`src/rtl/adc_fc_pkg.sv`:
```
package adc_fc_pkg;

    typedef enum logic [2:0] {
        ST_IDLE,
        ST_WAKE,
        ST_SETUP,
        ST_SCLK_LO,
        ST_SCLK_HI,
        ST_HOLD,
        ST_QUIET
    } fc_state_e;

    function automatic int fc_max(input int a, input int b);
        return (a > b) ? a : b;
    endfunction

endpackage

```
`src/rtl/adc_fc_timer.sv`:
```
module adc_fc_timer #(
    parameter int CNT_W = 8
) (
    input  logic             clk,
    input  logic             rst_n,
    input  logic             load,
    input  logic [CNT_W-1:0] load_val,
    output logic             expire
);
    logic [CNT_W-1:0] cnt_q;

    always_ff @(posedge clk or negedge rst_n) begin
        if (!rst_n) begin
            cnt_q <= '0;
        end else if (load) begin
            cnt_q <= load_val;
        end else if (cnt_q != '0) begin
            cnt_q <= cnt_q - 1'b1;
        end
    end

    assign expire = (cnt_q == '0);
endmodule

```
`src/rtl/adc_fc_txsr.sv`:
```
module adc_fc_txsr #(
    parameter int W = 16
) (
    input  logic         clk,
    input  logic         rst_n,
    input  logic         load,
    input  logic [W-1:0] load_val,
    input  logic         shift,
    output logic         ser_o
);
    logic [W-1:0] sr_q;

    always_ff @(posedge clk or negedge rst_n) begin
        if (!rst_n) begin
            sr_q <= '0;
        end else if (load) begin
            sr_q <= load_val;
        end else if (shift) begin
            sr_q <= {sr_q[W-2:0], 1'b0};
        end
    end

    assign ser_o = sr_q[W-1];
endmodule

```
`src/rtl/adc_fc_rxsr.sv`:
```
module adc_fc_rxsr #(
    parameter int W = 16
) (
    input  logic         clk,
    input  logic         rst_n,
    input  logic         clear,
    input  logic         shift,
    input  logic         ser_i,
    output logic [W-1:0] par_o
);
    logic [W-1:0] sr_q;

    always_ff @(posedge clk or negedge rst_n) begin
        if (!rst_n) begin
            sr_q <= '0;
        end else if (clear) begin
            sr_q <= '0;
        end else if (shift) begin
            sr_q <= {sr_q[W-2:0], ser_i};
        end
    end

    assign par_o = sr_q;
endmodule

```
`src/rtl/adc_fc_wake.sv`:
```
module adc_fc_wake (
    input  logic clk,
    input  logic rst_n,
    input  logic wake_i,
    input  logic accept,
    output logic use_o
);
    logic pend_q;

    assign use_o = pend_q | wake_i;

    always_ff @(posedge clk or negedge rst_n) begin
        if (!rst_n) begin
            pend_q <= 1'b0;
        end else begin
            pend_q <= accept ? 1'b0 : use_o;
        end
    end
endmodule

```
`src/rtl/adc_frame_ctrl.sv`:
```
module adc_frame_ctrl
    import adc_fc_pkg::*;
#(
    parameter int WORD_W    = 16,
    parameter int HALF_CYC  = 3,
    parameter int SETUP_CYC = 1,
    parameter int HOLD_CYC  = 2,
    parameter int QUIET_CYC = 5,
    parameter int PWRUP_CYC = 100
) (
    input  logic              clk,
    input  logic              rst_n,
    input  logic              start_i,
    input  logic [WORD_W-1:0] ctrl_word_i,
    input  logic              wake_i,
    input  logic              dout_i,
    output logic              cs_n_o,
    output logic              sclk_o,
    output logic              din_o,
    output logic              busy_o,
    output logic              res_valid_o,
    output logic [WORD_W-1:0] result_o
);
    localparam int MAX_DUR = fc_max(fc_max(fc_max(HALF_CYC, SETUP_CYC),
                                           fc_max(HOLD_CYC, QUIET_CYC)),
                                    PWRUP_CYC);
    localparam int CNT_W = $clog2(MAX_DUR + 1);
    localparam int BIT_W = $clog2(WORD_W);
    localparam logic [BIT_W-1:0] LAST_BIT = BIT_W'(WORD_W - 1);

    fc_state_e state_q, state_d;

    logic              expire;
    logic              tmr_load;
    logic [CNT_W-1:0]  tmr_val;
    logic              wake_use;
    logic              accept;
    logic              bit_shift;
    logic              frame_end;
    logic [BIT_W-1:0]  bit_q;
    logic [WORD_W-1:0] rx_word;
    logic [WORD_W-1:0] result_q;
    logic              cs_n_q, sclk_q, busy_q, valid_q;

    assign accept    = (state_q == ST_IDLE) && start_i;
    assign bit_shift = (state_q == ST_SCLK_LO) && expire;
    assign frame_end = (state_q == ST_QUIET) && expire;
    assign tmr_load  = (state_d != state_q);

    // State register
    always_ff @(posedge clk or negedge rst_n) begin
        if (!rst_n) begin
            state_q <= ST_IDLE;
        end else begin
            state_q <= state_d;
        end
    end

    // Next-state decode
    always_comb begin
        state_d = state_q;
        unique case (state_q)
            ST_IDLE:    if (start_i) state_d = wake_use ? ST_WAKE : ST_SETUP;
            ST_WAKE:    if (expire)  state_d = ST_SETUP;
            ST_SETUP:   if (expire)  state_d = ST_SCLK_LO;
            ST_SCLK_LO: if (expire)  state_d = (bit_q == LAST_BIT) ? ST_HOLD : ST_SCLK_HI;
            ST_SCLK_HI: if (expire)  state_d = ST_SCLK_LO;
            ST_HOLD:    if (expire)  state_d = ST_QUIET;
            ST_QUIET:   if (expire)  state_d = ST_IDLE;
            default:                 state_d = ST_IDLE;
        endcase
    end

    // Duration of the state being entered, minus one
    always_comb begin
        case (state_d)
            ST_WAKE:    tmr_val = CNT_W'(PWRUP_CYC - 1);
            ST_SETUP:   tmr_val = CNT_W'(SETUP_CYC - 1);
            ST_SCLK_LO: tmr_val = CNT_W'(HALF_CYC - 1);
            ST_SCLK_HI: tmr_val = CNT_W'(HALF_CYC - 1);
            ST_HOLD:    tmr_val = CNT_W'(HOLD_CYC - 1);
            ST_QUIET:   tmr_val = CNT_W'(QUIET_CYC - 1);
            default:    tmr_val = '0;
        endcase
    end

    // Registered outputs, decoded from the state being entered
    always_ff @(posedge clk or negedge rst_n) begin
        if (!rst_n) begin
            cs_n_q  <= 1'b1;
            sclk_q  <= 1'b1;
            busy_q  <= 1'b0;
            valid_q <= 1'b0;
        end else begin
            cs_n_q  <= !(state_d inside {ST_SETUP, ST_SCLK_LO, ST_SCLK_HI, ST_HOLD});
            sclk_q  <= (state_d != ST_SCLK_LO);
            busy_q  <= (state_d != ST_IDLE);
            valid_q <= frame_end;
        end
    end

    always_ff @(posedge clk or negedge rst_n) begin
        if (!rst_n) begin
            bit_q <= '0;
        end else if (accept) begin
            bit_q <= '0;
        end else if (bit_shift) begin
            bit_q <= bit_q + 1'b1;
        end
    end

    always_ff @(posedge clk or negedge rst_n) begin
        if (!rst_n) begin
            result_q <= '0;
        end else if (frame_end) begin
            result_q <= rx_word;
        end
    end

    adc_fc_timer #(.CNT_W(CNT_W)) u_timer (
        .clk      (clk),
        .rst_n    (rst_n),
        .load     (tmr_load),
        .load_val (tmr_val),
        .expire   (expire)
    );

    adc_fc_txsr #(.W(WORD_W)) u_tx (
        .clk      (clk),
        .rst_n    (rst_n),
        .load     (accept),
        .load_val (ctrl_word_i),
        .shift    (bit_shift),
        .ser_o    (din_o)
    );

    adc_fc_rxsr #(.W(WORD_W)) u_rx (
        .clk   (clk),
        .rst_n (rst_n),
        .clear (accept),
        .shift (bit_shift),
        .ser_i (dout_i),
        .par_o (rx_word)
    );

    adc_fc_wake u_wake (
        .clk    (clk),
        .rst_n  (rst_n),
        .wake_i (wake_i),
        .accept (accept),
        .use_o  (wake_use)
    );

    assign cs_n_o      = cs_n_q;
    assign sclk_o      = sclk_q;
    assign busy_o      = busy_q;
    assign res_valid_o = valid_q;
    assign result_o    = result_q;
endmodule

```
`config.mk`:
```
export PLATFORM = sky130hd
export DESIGN_NAME = adc_frame_ctrl
export DESIGN_NICKNAME = d
export VERILOG_FILES = /design/src/rtl/adc_fc_pkg.sv /design/src/rtl/adc_fc_timer.sv /design/src/rtl/adc_fc_txsr.sv /design/src/rtl/adc_fc_rxsr.sv /design/src/rtl/adc_fc_wake.sv /design/src/rtl/adc_frame_ctrl.sv
export SDC_FILE = /design/constraint.sdc
export NUM_CORES = 1
export LEC_CHECK = 0
export ABC_AREA = 1
export BUFFER_PORTS_ARGS = -buffer_cell sky130_fd_sc_hd__buf_4
export CAP_MARGIN = 20
export CORE_UTILIZATION = 35
export DETAILED_ROUTE_END_ITERATION = 12
export GPL_TIMING_DRIVEN = 1
export PLACE_DENSITY = 0.59
export SYNTH_ARGS = -nofsm -noshare
export SYNTH_HDL_FRONTEND = slang
export SYNTH_SLANG_ARGS = --single-unit
```
`constraint.sdc`:
```
create_clock -name clk -period 2.05 [get_ports clk]
set_input_delay 0.205 -clock clk [delete_from_list [all_inputs] [get_ports clk]]
set_output_delay 0.205 -clock clk [all_outputs]
set_load 0.02 [all_outputs]
```
# Word-level counts from Yosys, hierarchy flattened
# Cells that the tools add are included.
[word_totals] ram_bits=0 memories=0 register_bits=67 word_cells=61 rom_bits=0 output_inout_bits=21 in_bits=21 latch_bits=0
[classes] mul=0 eq_ne=15 magnitude_cmp=0 addsub=2 n_reduce_logical=13 n_mux=19 n_bitwise=1 n_shift=0 div=0
[ops] operator="16-bit 2-to-1 mux" count=4
[ops] operator="7-bit one-hot mux with 4 select lines" count=1
[ops] operator="3-bit equality test (second input constant)" count=6
[ops] operator="3-bit 2-to-1 mux" count=6
[ops] operator="3-bit one-hot mux with 6 select lines" count=1
[ops] operator="7-bit 2-to-1 mux" count=2
[ops] operator="3-bit by 2-bit equality test with 1-bit output (second input constant)" count=4
[ops] operator="4-bit 2-to-1 mux" count=2
[ops] operator="7-bit zero test" count=1
[ops] operator="7-bit nonzero test" count=1
[ops] operator="7-bit by 1-bit subtractor with 7-bit output (second input constant)" count=1
[ops] operator="3-bit by 1-bit equality test with 1-bit output (second input constant)" count=2
[ops] operator="4-bit by 1-bit adder with 4-bit output (second input constant)" count=1
[ops] operator="4-bit equality test (second input constant)" count=1
[ops] operator="2-bit nonzero test" count=2
[ops] operator="4-bit nonzero test" count=1
[ops] operator="2-bit OR reduction" count=2
[ops] operator="1-bit logical AND" count=3
[ops] operator="3-bit zero test" count=1
[ops] operator="3-bit by 2-bit inequality test with 1-bit output (second input constant)" count=1
[ops] operator="3-bit inequality test" count=1
[ops] operator="3-bit nonzero test" count=1
[ops] operator="1-bit 2-to-1 mux" count=2
[ops] operator="2-bit 2-to-1 mux" count=1
[ops] operator="2 further kinds" count=2

# Longest topological paths before layout
# Gate-level depths: netlist of the first run.
[depth] depth_word=8 ltp_mapped=14 mapped_depth_nobuf=14

# Cells and area by module
# A second synthesis of the first run with hierarchy kept.
[unflattened] cells_unflattened=384 area_unflattened_um2=3233.1
[by_module_without_submodules] mod="adc_frame_ctrl" instances=1 cells_per_inst=164 seq_area_each_um2=678.2 area_per_inst_um2=1301.2
[by_module_without_submodules] mod="adc_fc_txsr" instances=1 cells_per_inst=87 seq_area_each_um2=400.4 area_per_inst_um2=759.5
[by_module_without_submodules] mod="adc_fc_rxsr" instances=1 cells_per_inst=70 seq_area_each_um2=400.4 area_per_inst_um2=650.6
[by_module_without_submodules] mod="adc_fc_timer" instances=1 cells_per_inst=59 seq_area_each_um2=175.2 area_per_inst_um2=483.0
[by_module_without_submodules] mod="adc_fc_wake" instances=1 cells_per_inst=4 seq_area_each_um2=25.0 area_per_inst_um2=38.8

# Worst setup path before layout of the first run
# OpenSTA, ideal clock, no wires.
[synth_timing] path_type="flip-flop to flip-flop" from="register u_timer.cnt_q[0]" to="register u_timer.cnt_q[1]" synth_period_minus_slack_ns=1.643 path_stages_with_launch=14 path_buffers=0 setup_slack_ns=0.407 required_time_ns=1.928 setup_ns=0.122 arrival_ns=1.521 cell_sequence="dfrtp_1 -> inv_1 -> ha_1 -> inv_2 -> nor2_4 -> nand3_2 -> nand2_2 -> nand2_1 -> inv_1 -> nand3_2 -> a21oi_1 -> nand2_1 -> nand2_1 -> nand3_2"
[synth_between] elab_chain_len=7 word_cells_on_any_way=20 classes_between="add/sub: 1; eq/ne: 6; mux: 9; reduce/logical: 4"
[synth_lines] element="start: declaration" line="adc_fc_timer.sv:10" source="logic [CNT_W-1:0] cnt_q;"
[synth_lines] element="start signal: assignment" line="adc_fc_timer.sv:16" source="cnt_q <= load_val;"
[synth_lines] element="start signal: assignment" line="adc_fc_timer.sv:18" source="cnt_q <= cnt_q - 1'b1;"
[synth_lines] element="7-bit zero test *" line="adc_fc_timer.sv:22" source="assign expire = (cnt_q == '0);"
[synth_lines] element="3-bit 2-to-1 mux, on equally long branches"
[synth_lines] element="3-bit one-hot mux with 6 select lines *" line="adc_frame_ctrl.sv:62" source="unique case (state_q)"
[synth_lines] element="net state_d[0]" line="adc_frame_ctrl.sv:31" source="fc_state_e state_q, state_d;"
[synth_lines] element="3-bit by 2-bit equality test with 1-bit output or 3-bit equality test (tied branches)" line="adc_frame_ctrl.sv:76" source="case (state_d)"
[synth_lines] element="2-bit OR reduction (no source line)"
[synth_lines] element="7-bit one-hot mux with 4 select lines" line="adc_frame_ctrl.sv:76"
[synth_lines] element="7-bit 2-to-1 mux" line="adc_fc_timer.sv:15" source="end else if (load) begin"
# The timed path passes the listed nets; every way through them passes the cells marked *. The select of a mux whose other input is x is not followed.
# A chain may end at the register's enable or synchronous reset.

# Worst setup path after layout of the first run
# Ends and elaborated chain as after synthesis.

==> results of run 1 <==
==> worst paths after layout <==
| kind | start | endpoint | slack (ns) | depth (start not counted) |
|---|---|---|---|---|
| setup / recovery | u_timer.cnt_q[0] | u_timer.cnt_q[1] | 0.20 | 13 |
| hold / removal | rst_n | result_o[5] | -0.02 | 1 |
| setup reg to reg | u_timer.cnt_q[0] | u_timer.cnt_q[1] | 0.20 | 13 |
| min in group clk | ctrl_word_i[12] | u_tx.sr_q[12] | 0.08 | 3 |
| max in group asynchronous | rst_n | result_o[12] | 1.53 | 1 |
| hold reg to reg | u_rx.par_o[14] | result_o[14] | 0.48 | 2 |
==> flip-flops by register name, summed over array words and instances (netlist names) <==
signal / cells
bit_q: 4
busy_o: 1
cs_n_o: 1
res_valid_o: 1
result_o: 16
sclk_o: 1
state_q: 3
u_rx.par_o: 16
u_timer.cnt_q: 7
u_tx.sr_q: 16
u_wake.pend_q: 1
==> power by group through the flow <==
stage	combinational [mW]	clock (mW)	sequential, mW
detailed placement	0.0679	0	1.36
global placement	0.0666	0	1.36
finish	0.0644	1.21	1.33
CTS	0.0680	1.25	1.33
global route	0.0752	1.31	1.33
floorplan	0.00855	0	1.36
==> critical path, delay by kind of cell, from the launching register on <==
kind,cells,cell delay [ns]
simple gates,8,0.74
flops,1,0.39
buf+inv,3,0.24
fa+ha+maj,1,0.23
compound gates,1,0.14
==> kinds of logic after synthesis <==
family                   Yosys count  share of synthesized area, %
flip-flops                        67                          53.9
AND/OR/NAND/NOR                  166                          26.4
adder cells (fa/ha/maj)            2                         0.803
buffers and inverters             51                          7.51
XOR/XNOR                           8                          2.25
AO/OA/AOI/OAI                     50                          9.19
==> layout make-up <==
class / count / area share (%)
clock buffer: 10 / 3.40
clock inverter: 6 / 2.36
inverter: 35 / 3.63
multi-input combinational: 226 / 32.4
timing repair buffer: 48 / 9.92
tap: 108 / 3.60
sequential: 67 / 44.7
==> metal layers <==
| metal | part of all wire (%) | track usage, % | routed length (um) |
|---|---|---|---|
| met2 | 46 | 25.1 | 3030 |
| met4 | 1.1 | 6.25 | 73 |
| met1 | 49 | 21.9 | 3220 |
| met3 | 4.1 | 3.95 | 270 |
| met5 | 0 | 0 | 0 |
==> layout by cell type, fill, tap and decap left out, types with 3 or more instances in the layout <==
cell type and instances:
a21oi_1 3, buf_4 47, clkbuf_8 9, dfrtp_1 65
inv_1 29, inv_2 5, nand2_1 86, nand2_2 5
nand2_4 3, nand3_1 34, nand3_2 3, nand4_1 6
nor2_1 12, nor2_2 3, nor2_4 6, nor3_1 3
o211ai_1 4, o21ai_0 34, o22ai_1 3, xnor2_1 4
xor2_1 4
==> metrics by stage <==
step	power, mW	utilization (%)	area (sq um)	hold slack [ns]	setup WS, ns
finish	2.61	43.3	3760	-0.0231	0.195
global route	2.72	43.3	3760	0.0400	0.00321
CTS	2.65	43.1	3740	0.00350	0.116
detailed placement	1.43	40.6	3530	0.379	0.130
global placement	1.43	40.6	3530	0.369	0.218
floorplan	1.37	-	3120	-0.0906	0.407
==> impl_metrics.json, run 1 <==
{
  "path_clk_slew_ns": 0.08,
  "tightest_slew_ns": 0.847,
  "crit_top_cell": "nand2_1",
  "slew_viol_final": 0,
  "clkPwrFrac_pct": 46.5,
  "ir_drop_uv": 260,
  "clk_latency_ns": 0.34,
  "initial_core_util_pct": 35.9,
  "critPathKind": "register to register",
  "hold_class": "primary input to async pin",
  "endpoint_kind": "register",
  "synth_edf_count": 0,
  "crit_fanout": 6,
  "start_kind": "register",
  "final_layout_size_suffix_gt1_share_pct": 24.5,
  "wl_mm": 6.59,
  "tritoncts": "built",
  "post-dp-hpwl_mm": 4.36,
  "seq_area_sq_mm": 0.00168,
  "rows": 34,
  "drt-pass1-iter-count": 4,
  "worst_path_largest_cell_delay_ns": 0.39,
  "cap_violations": 0,
  "critPathSlowestCell": "dfrtp_1",
  "final-hold-violation-count": 63,
  "syn_inst": 344,
  "cts_hold_buf": 0,
  "clk_path_buf_depth": 2,
  "powerDensity_mw_per_mm2": 695,
  "n_antenna_cell": 0,
  "antenna_left": 0,
  "synth_ff_type": "dfrtp_1",
  "worstPathArrival_ns": 2.08,
  "ios": 42,
  "cp_cell_sequence": "inv_1 -> ha_2 -> inv_2 -> nor2_4 -> nand3_4 -> nand2_2 -> nand2_1 -> inv_1 -> nand3_2 -> a21oi_2 -> nand2_1 -> nand2_1 -> nand3_2",
  "skew_ns": 0.00885,
  "netlist_area_sq_mm": 0.00312,
  "stdcell_count": 500,
  "post-route-period-util_pct": 90.5,
  "p_sw_share_pct": 21.8,
  "vias": 2419,
  "violations": "hold timing",
  "grt_max_degree": 68,
  "timing.slew.headroom_pct": 43.5,
  "clock.fmax_mhz": 539,
  "vias_per_cell": 4.84,
  "multi_input_comb_area_sq_mm": 0.00122,
  "internal_power_mw": 2.04,
  "hold_slack_ns": -0.0231,
  "synth_fp_nets": 367,
  "fin_tns_setup_ns": 0,
  "placement.io_buffers": 41,
  "switchingPower_mw": 0.568,
  "yosysMostFrequentCell": "nand2_1",
  "netlist_top_cells_area": "dfrtp_1 52%, nand2_1 10%, nand3_1 5.5%",
  "dp_cells": 484,
  "cts_root_buf": "clkbuf_8",
  "cts.htree.levels": 3,
  "die_area_sq_mm": 0.00929,
  "wl_per_cell_um": 13.2,
  "seqPwrFrac_pct": 51.0,
  "drc": 0,
  "area_delta_synth_final_pct": 20.6,
  "synth_top_area_share_pct": 52.2,
  "core_region_area_sq_mm": 0.00868,
  "gp_congestion": 0.809,
  "synth_commonest_cells": "86 x nand2_1, 65 x dfrtp_1, 34 x nand3_1, 34 x o21ai_0, 29 x inv_1",
  "fin_crit_ns": 1.85,
  "grt_overflow": 0,
  "cts_buffers": 9,
  "outcome": "finished, violations left",
  "nets": 410,
  "die-width_um": 96.4,
  "yosys_warnings": 0,
  "critPathRequiredTime_ns": 2.27,
  "antenna_found_initial": 0,
  "die_y_um": 96.4,
  "grt_pass1_vias": 2321,
  "grtUsageTotal_pct": 16.2,
  "ys_seq_area_share_pct": 53.9,
  "grt_pass1_wl_mm": 11.3,
  "clock-sinks": 67,
  "cts_setup_buffers": 0,
  "synthArstFlopShare_pct": 100,
  "cts_resized": 0,
  "yosysTopAreaCell": "dfrtp_1",
  "syn_avg_cell_area_sq_um": 9.06,
  "drt-initial-drc-count": 118,
  "finalSetupViolCount": 0,
  "synth_cell_types": 34,
  "p_comb_share_pct": 2.5,
  "rsz0062_at_grt": "no",
  "fillers": 882,
  "synth_seq_cells": 67,
  "leakage_nw": 1.83
}
(Power assumes the default switching activity.)
==> inputs of run 2 (changes only) <==
- RECOVER_POWER: unset -> 100
==> impl_metrics.json, run 2 (synthesis results as in run 1) <==
{
  "outcome": "finished, violations left",
  "violations": "capacitance limit, slew limit",
  "startpoint": "u_timer.cnt_q[0]",
  "gp_congestion": 0.809,
  "vias_per_cell": 4.82,
  "finalSetupViolCount": 0,
  "wl_per_cell_um": 13.2,
  "area_delta_synth_final_pct": 17.3,
  "worst_path_largest_cell_delay_ns": 0.39,
  "hold_class": "primary input to register",
  "die-width_um": 96.4,
  "vias": 2411,
  "drc": 0,
  "placement.io_buffers": 41,
  "nets": 410,
  "cts_hold_buf": 0,
  "layout_setup_ws_ns": 0.201,
  "clk_latency_ns": 0.34,
  "pre_cts_ws_ns": 0.130,
  "die_y_um": 96.4,
  "cts.htree.levels": 3,
  "skew_ns": 0.00921,
  "leakage_nw": 1.74,
  "multi_input_comb_area_sq_mm": 0.00120,
  "fin_tns_setup_ns": 0,
  "mostFrequentLayoutCell": "nand2_1",
  "grt_pass1_wl_mm": 11.3,
  "cts_setup_buffers": 0,
  "critPathSlowestCell": "dfrtp_1",
  "endpoint_kind": "register",
  "fillers": 897,
  "stdcell_count": 500,
  "core_region_area_sq_mm": 0.00868,
  "final_cell_mix": "87 x nand2_1, 65 x dfrtp_1, 36 x o21ai_0",
  "crit_top_cell": "nand2_1",
  "die_area_sq_mm": 0.00929,
  "rsz0062_at_grt": "no",
  "cts_root_buf": "clkbuf_8",
  "clock.fmax_mhz": 541,
  "powerDensity_mw_per_mm2": 715,
  "dp_cells": 484,
  "r2r_slack_ns": 0.20,
  "n_antenna_cell": 0,
  "grtUsageTotal_pct": 16.2,
  "rows": 34,
  "critPathKind": "register to register",
  "worstPathArrival_ns": 2.08,
  "cpLargestDelayFamily": "simple AND/OR/NAND/NOR gates",
  "worstHoldStart": "ctrl_word_i[13]",
  "cap_violations": 1,
  "tritoncts": "built",
  "clk_path_buf_depth": 2,
  "grt_overflow": 0,
  "tightest_slew_ns": 1.66,
  "critical_path_depth": 13,
  "seq_area_sq_mm": 0.00168,
  "slew_viol_final": 68,
  "post-route-period-util_pct": 90.2,
  "path_clk_slew_ns": 0.08,
  "grt_pass1_vias": 2321,
  "wl_mm": 6.58,
  "hold_depth": 3,
  "cts_resized": 0,
  "final_layout_size_suffix_gt1_share_pct": 17.9,
  "worst-path-buf-inv": 3,
  "drt-initial-drc-count": 95,
  "reg2regPathDepth": 13,
  "initial_core_util_pct": 35.9,
  "cts_buffers": 9,
  "crit_fanout": 6,
  "drt-pass1-iter-count": 4,
  "critPathRequiredTime_ns": 2.28,
  "ir_drop_uv": 261,
  "antenna_left": 0,
  "post-dp-hpwl_mm": 4.36,
  "start_kind": "register",
  "antenna_found_initial": 0,
  "final-hold-violation-count": 0,
  "ios": 42,
  "r2r_start": "u_timer.cnt_q[0]",
  "grt_max_degree": 68,
  "fin_crit_ns": 1.85,
  "timing.slew.headroom_pct": -10.8,
  "cp_cell_sequence": "inv_1 -> ha_2 -> inv_2 -> nor2_4 -> nand3_4 -> nand2_2 -> nand2_1 -> inv_1 -> nand3_2 -> a21oi_2 -> nand2_1 -> nand2_1 -> nand3_2",
  "clock-sinks": 67
}
==> run 2: path summary, 6_finish.rpt <==
| kind | to |
|---|---|
| setup / recovery | u_timer.cnt_q[1] |
| min in group asynchronous | result_o[5] |
| hold / removal | u_tx.sr_q[13] |
| setup reg to reg | u_timer.cnt_q[1] |
| hold reg to reg | result_o[14] |
| max in group asynchronous | result_o[12] |
==> run 2: final cells by class <==
type                       count  area share [%]
clock buffer                  10            3.49
sequential                    67            45.9
clock inverter                 6            2.43
timing repair buffer          48            7.87
multi-input combinational    226            32.9
tap                          108            3.69
inverter                      35            3.73
==> run 2: per-layer routing <==
metal | track usage, % | part of all wire (%) | vias up | wire [um]
li1 | - | - | 1196 | -
met1 | 21.9 | 49 | 1165 | 3240
met2 | 25.1 | 46 | 42 | 3020
met3 | 3.95 | 3.6 | 8 | 236
met4 | 6.25 | 1.2 | 0 | 82
met5 | 0 | 0 | - | 0
==> run 2: report_power, final <==
part / internal (mW) / leakage, nW / switching (mW)
Sequential: 1.33 / 0.792 / 0.00414
Clock: 0.687 / 0.103 / 0.531
Combinational: 0.0267 / 0.843 / 0.0370
Total: 2.04 / 1.74 / 0.572
==> run 2: tightest hold or removal path, stage by stage <==
cell and delay (ns):
buf_4 0.08, nand2_1 0.04, nand3_1 0.06
==> run 2: metrics by stage <==
stage          hold WS [ns]  utilization, %  cell area, sq um  total power [mW]
2_1_floorplan       -0.0906               -              3120              1.37
3_3_place_gp          0.369            40.6              3530              1.43
3_5_place_dp          0.379            40.6              3530              1.43
4_1_cts             0.00350            43.1              3740              2.65
5_1_grt              0.0701            42.1              3660              2.72
6_report             0.0766            42.1              3660              2.61
==> inputs of run 3 (changes only) <==
- CORE_MARGIN: unset -> 10
==> impl_metrics.json, run 3 (synthesis results as in run 1) <==
{
  "cts_buffers": 9,
  "drc": 0,
  "cts.htree.levels": 3,
  "tightest_slew_ns": 0.907,
  "worstPathArrival_ns": 2.10,
  "critPathKind": "register to register",
  "post-dp-hpwl_mm": 4.67,
  "hold_class": "primary input to register",
  "clock.fmax_mhz": 535,
  "final-hold-violation-count": 0,
  "cts_setup_buffers": 0,
  "critPathSlowestCell": "dfrtp_1",
  "n_antenna_cell": 0,
  "initial_core_util_pct": 35.9,
  "slew_viol_final": 0,
  "wl_per_cell_um": 13.6,
  "placement.io_buffers": 41,
  "endpoint_kind": "register",
  "grt_max_degree": 68,
  "outcome": "complete, no violations",
  "vias_per_cell": 4.77,
  "rsz0062_at_grt": "no",
  "leakage_nw": 1.76,
  "core_region_area_sq_mm": 0.00868,
  "antenna_left": 0,
  "cts_root_buf": "clkbuf_8",
  "grt_pass1_wl_mm": 11.9,
  "fin_area_sq_mm": 0.00370,
  "vias": 2393,
  "powerDensity_mw_per_mm2": 749,
  "clk_path_buf_depth": 2,
  "fin_crit_ns": 1.87,
  "drt-pass1-iter-count": 4,
  "grt_pass1_vias": 2473,
  "path_clk_slew_ns": 0.08,
  "final_layout_size_suffix_gt1_share_pct": 17.3,
  "area_delta_synth_final_pct": 18.7,
  "worstHoldStart": "ctrl_word_i[11]",
  "finalSetupViolCount": 0,
  "wl_mm": 6.84,
  "start_kind": "register",
  "mostFrequentLayoutCell": "nand2_1",
  "die_y_um": 114,
  "gp_congestion": 0.826,
  "startpoint": "u_timer.cnt_q[0]",
  "r2r_start": "u_timer.cnt_q[0]",
  "crit_fanout": 10,
  "final_cell_mix": "87 x nand2_1, 65 x dfrtp_1, 36 x nand3_1",
  "timing.slew.headroom_pct": 39.5,
  "drt-initial-drc-count": 90,
  "clk_latency_ns": 0.34,
  "die_area_sq_mm": 0.0131,
  "post-route-period-util_pct": 91.3,
  "rows": 34,
  "skew_ns": 0.00993,
  "grtUsageTotal_pct": 11.1,
  "cp_cell_sequence": "inv_1 -> ha_2 -> nand2_1 -> nor2_4 -> buf_4 -> nand2_4 -> o211ai_1 -> inv_1 -> nand3_1 -> inv_1 -> nand2_1 -> nand2_1",
  "cpLargestDelayFamily": "simple AND/OR/NAND/NOR gates",
  "clock-sinks": 67,
  "antenna_found_initial": 0,
  "worst_path_largest_cell_delay_ns": 0.40,
  "fin_tns_setup_ns": 0,
  "critPathRequiredTime_ns": 2.28,
  "worst-path-buf-inv": 4,
  "ios": 42,
  "grt_overflow": 0,
  "cap_violations": 0,
  "tritoncts": "built",
  "place_area_sq_mm": 0.00355,
  "ir_drop_uv": 339,
  "nets": 412,
  "die-width_um": 114
}
-- run 3: changes by cell type in the layout (fill, tap and decap cells not counted), sizes merged --
| cell | change |
|---|---|
| clkbuf | +1 |
| bufinv | +1 |
| clkinvlp | -1 |
| dlygate4sd3 | +1 |
-- run 3: what timing repair did --
action,in CTS,in global routing
gates resized for setup,0,2
hold buffers,1,0
setup endpoints to repair,0,2
endpoints found under the hold margin,65,0
-- run 3: where the power goes --
part           internal [mW]  switching, mW
sequential              1.33        0.00411
clock                  0.844          0.527
combinational         0.0296         0.0375
total                   2.20          0.569
-- run 3: worst paths after layout --
kind / endpoint / slack (ns) / cells after the start
hold / removal: u_tx.sr_q[11] / 0.08 / 3
setup reg to reg: u_timer.cnt_q[0] / 0.18 / 12
max in group asynchronous: u_timer.cnt_q[3] / 0.80 / 3
hold reg to reg: result_o[14] / 0.47 / 2
setup / recovery: u_timer.cnt_q[0] / 0.18 / 12
min in group asynchronous: result_o[5] / 0.67 / 3
-- run 3: metrics by stage --
| stage | std cells | power [mW] | hold slack [ns] | utilization [%] | setup slack [ns] |
|---|---|---|---|---|---|
| 3_5_place_dp | 485 | 1.43 | 0.242 | 40.9 | 0.159 |
| 4_1_cts | 502 | 2.81 | 0.0636 | 43.9 | 0.110 |
| 2_1_floorplan | 344 | 1.37 | -0.0906 | - | 0.407 |
| 6_report | 502 | 2.77 | 0.0770 | 42.6 | 0.179 |
| 5_1_grt | 502 | 2.89 | 0.0641 | 42.6 | 0.0215 |
| 3_3_place_gp | 485 | 1.43 | 0.240 | 40.9 | 0.210 |
-- run 3: worst reg2reg max path, stage by stage, from the launching register on --
cell      delay (ns)
dfrtp_1         0.40
inv_1           0.08
ha_2            0.23
nand2_1         0.10
nor2_4          0.11
buf_4           0.19
nand2_4         0.08
o211ai_1        0.09
inv_1           0.15
nand3_1         0.13
inv_1           0.08
nand2_1         0.06
nand2_1         0.05
-- run 3: final cells by class --
| cell class | count | area [sq um] |
|---|---|---|
| clock buffers | 10 | 138 |
| fillers | 895 | 4980 |
| well taps | 108 | 135 |
| flip-flops and latches | 67 | 1680 |
| clock inverters | 6 | 111 |
| inverters | 35 | 136 |
| repair buffers | 50 | 308 |
| multi-input cells | 226 | 1190 |
-- run 3: per-layer routing --
metal	up-vias	wire, um	global-route usage [%]
met2	53	3160	16.9
li1	1206	-	-
met4	0	57	4.51
met3	4	330	3.56
met5	-	0	0
met1	1130	3300	14.2
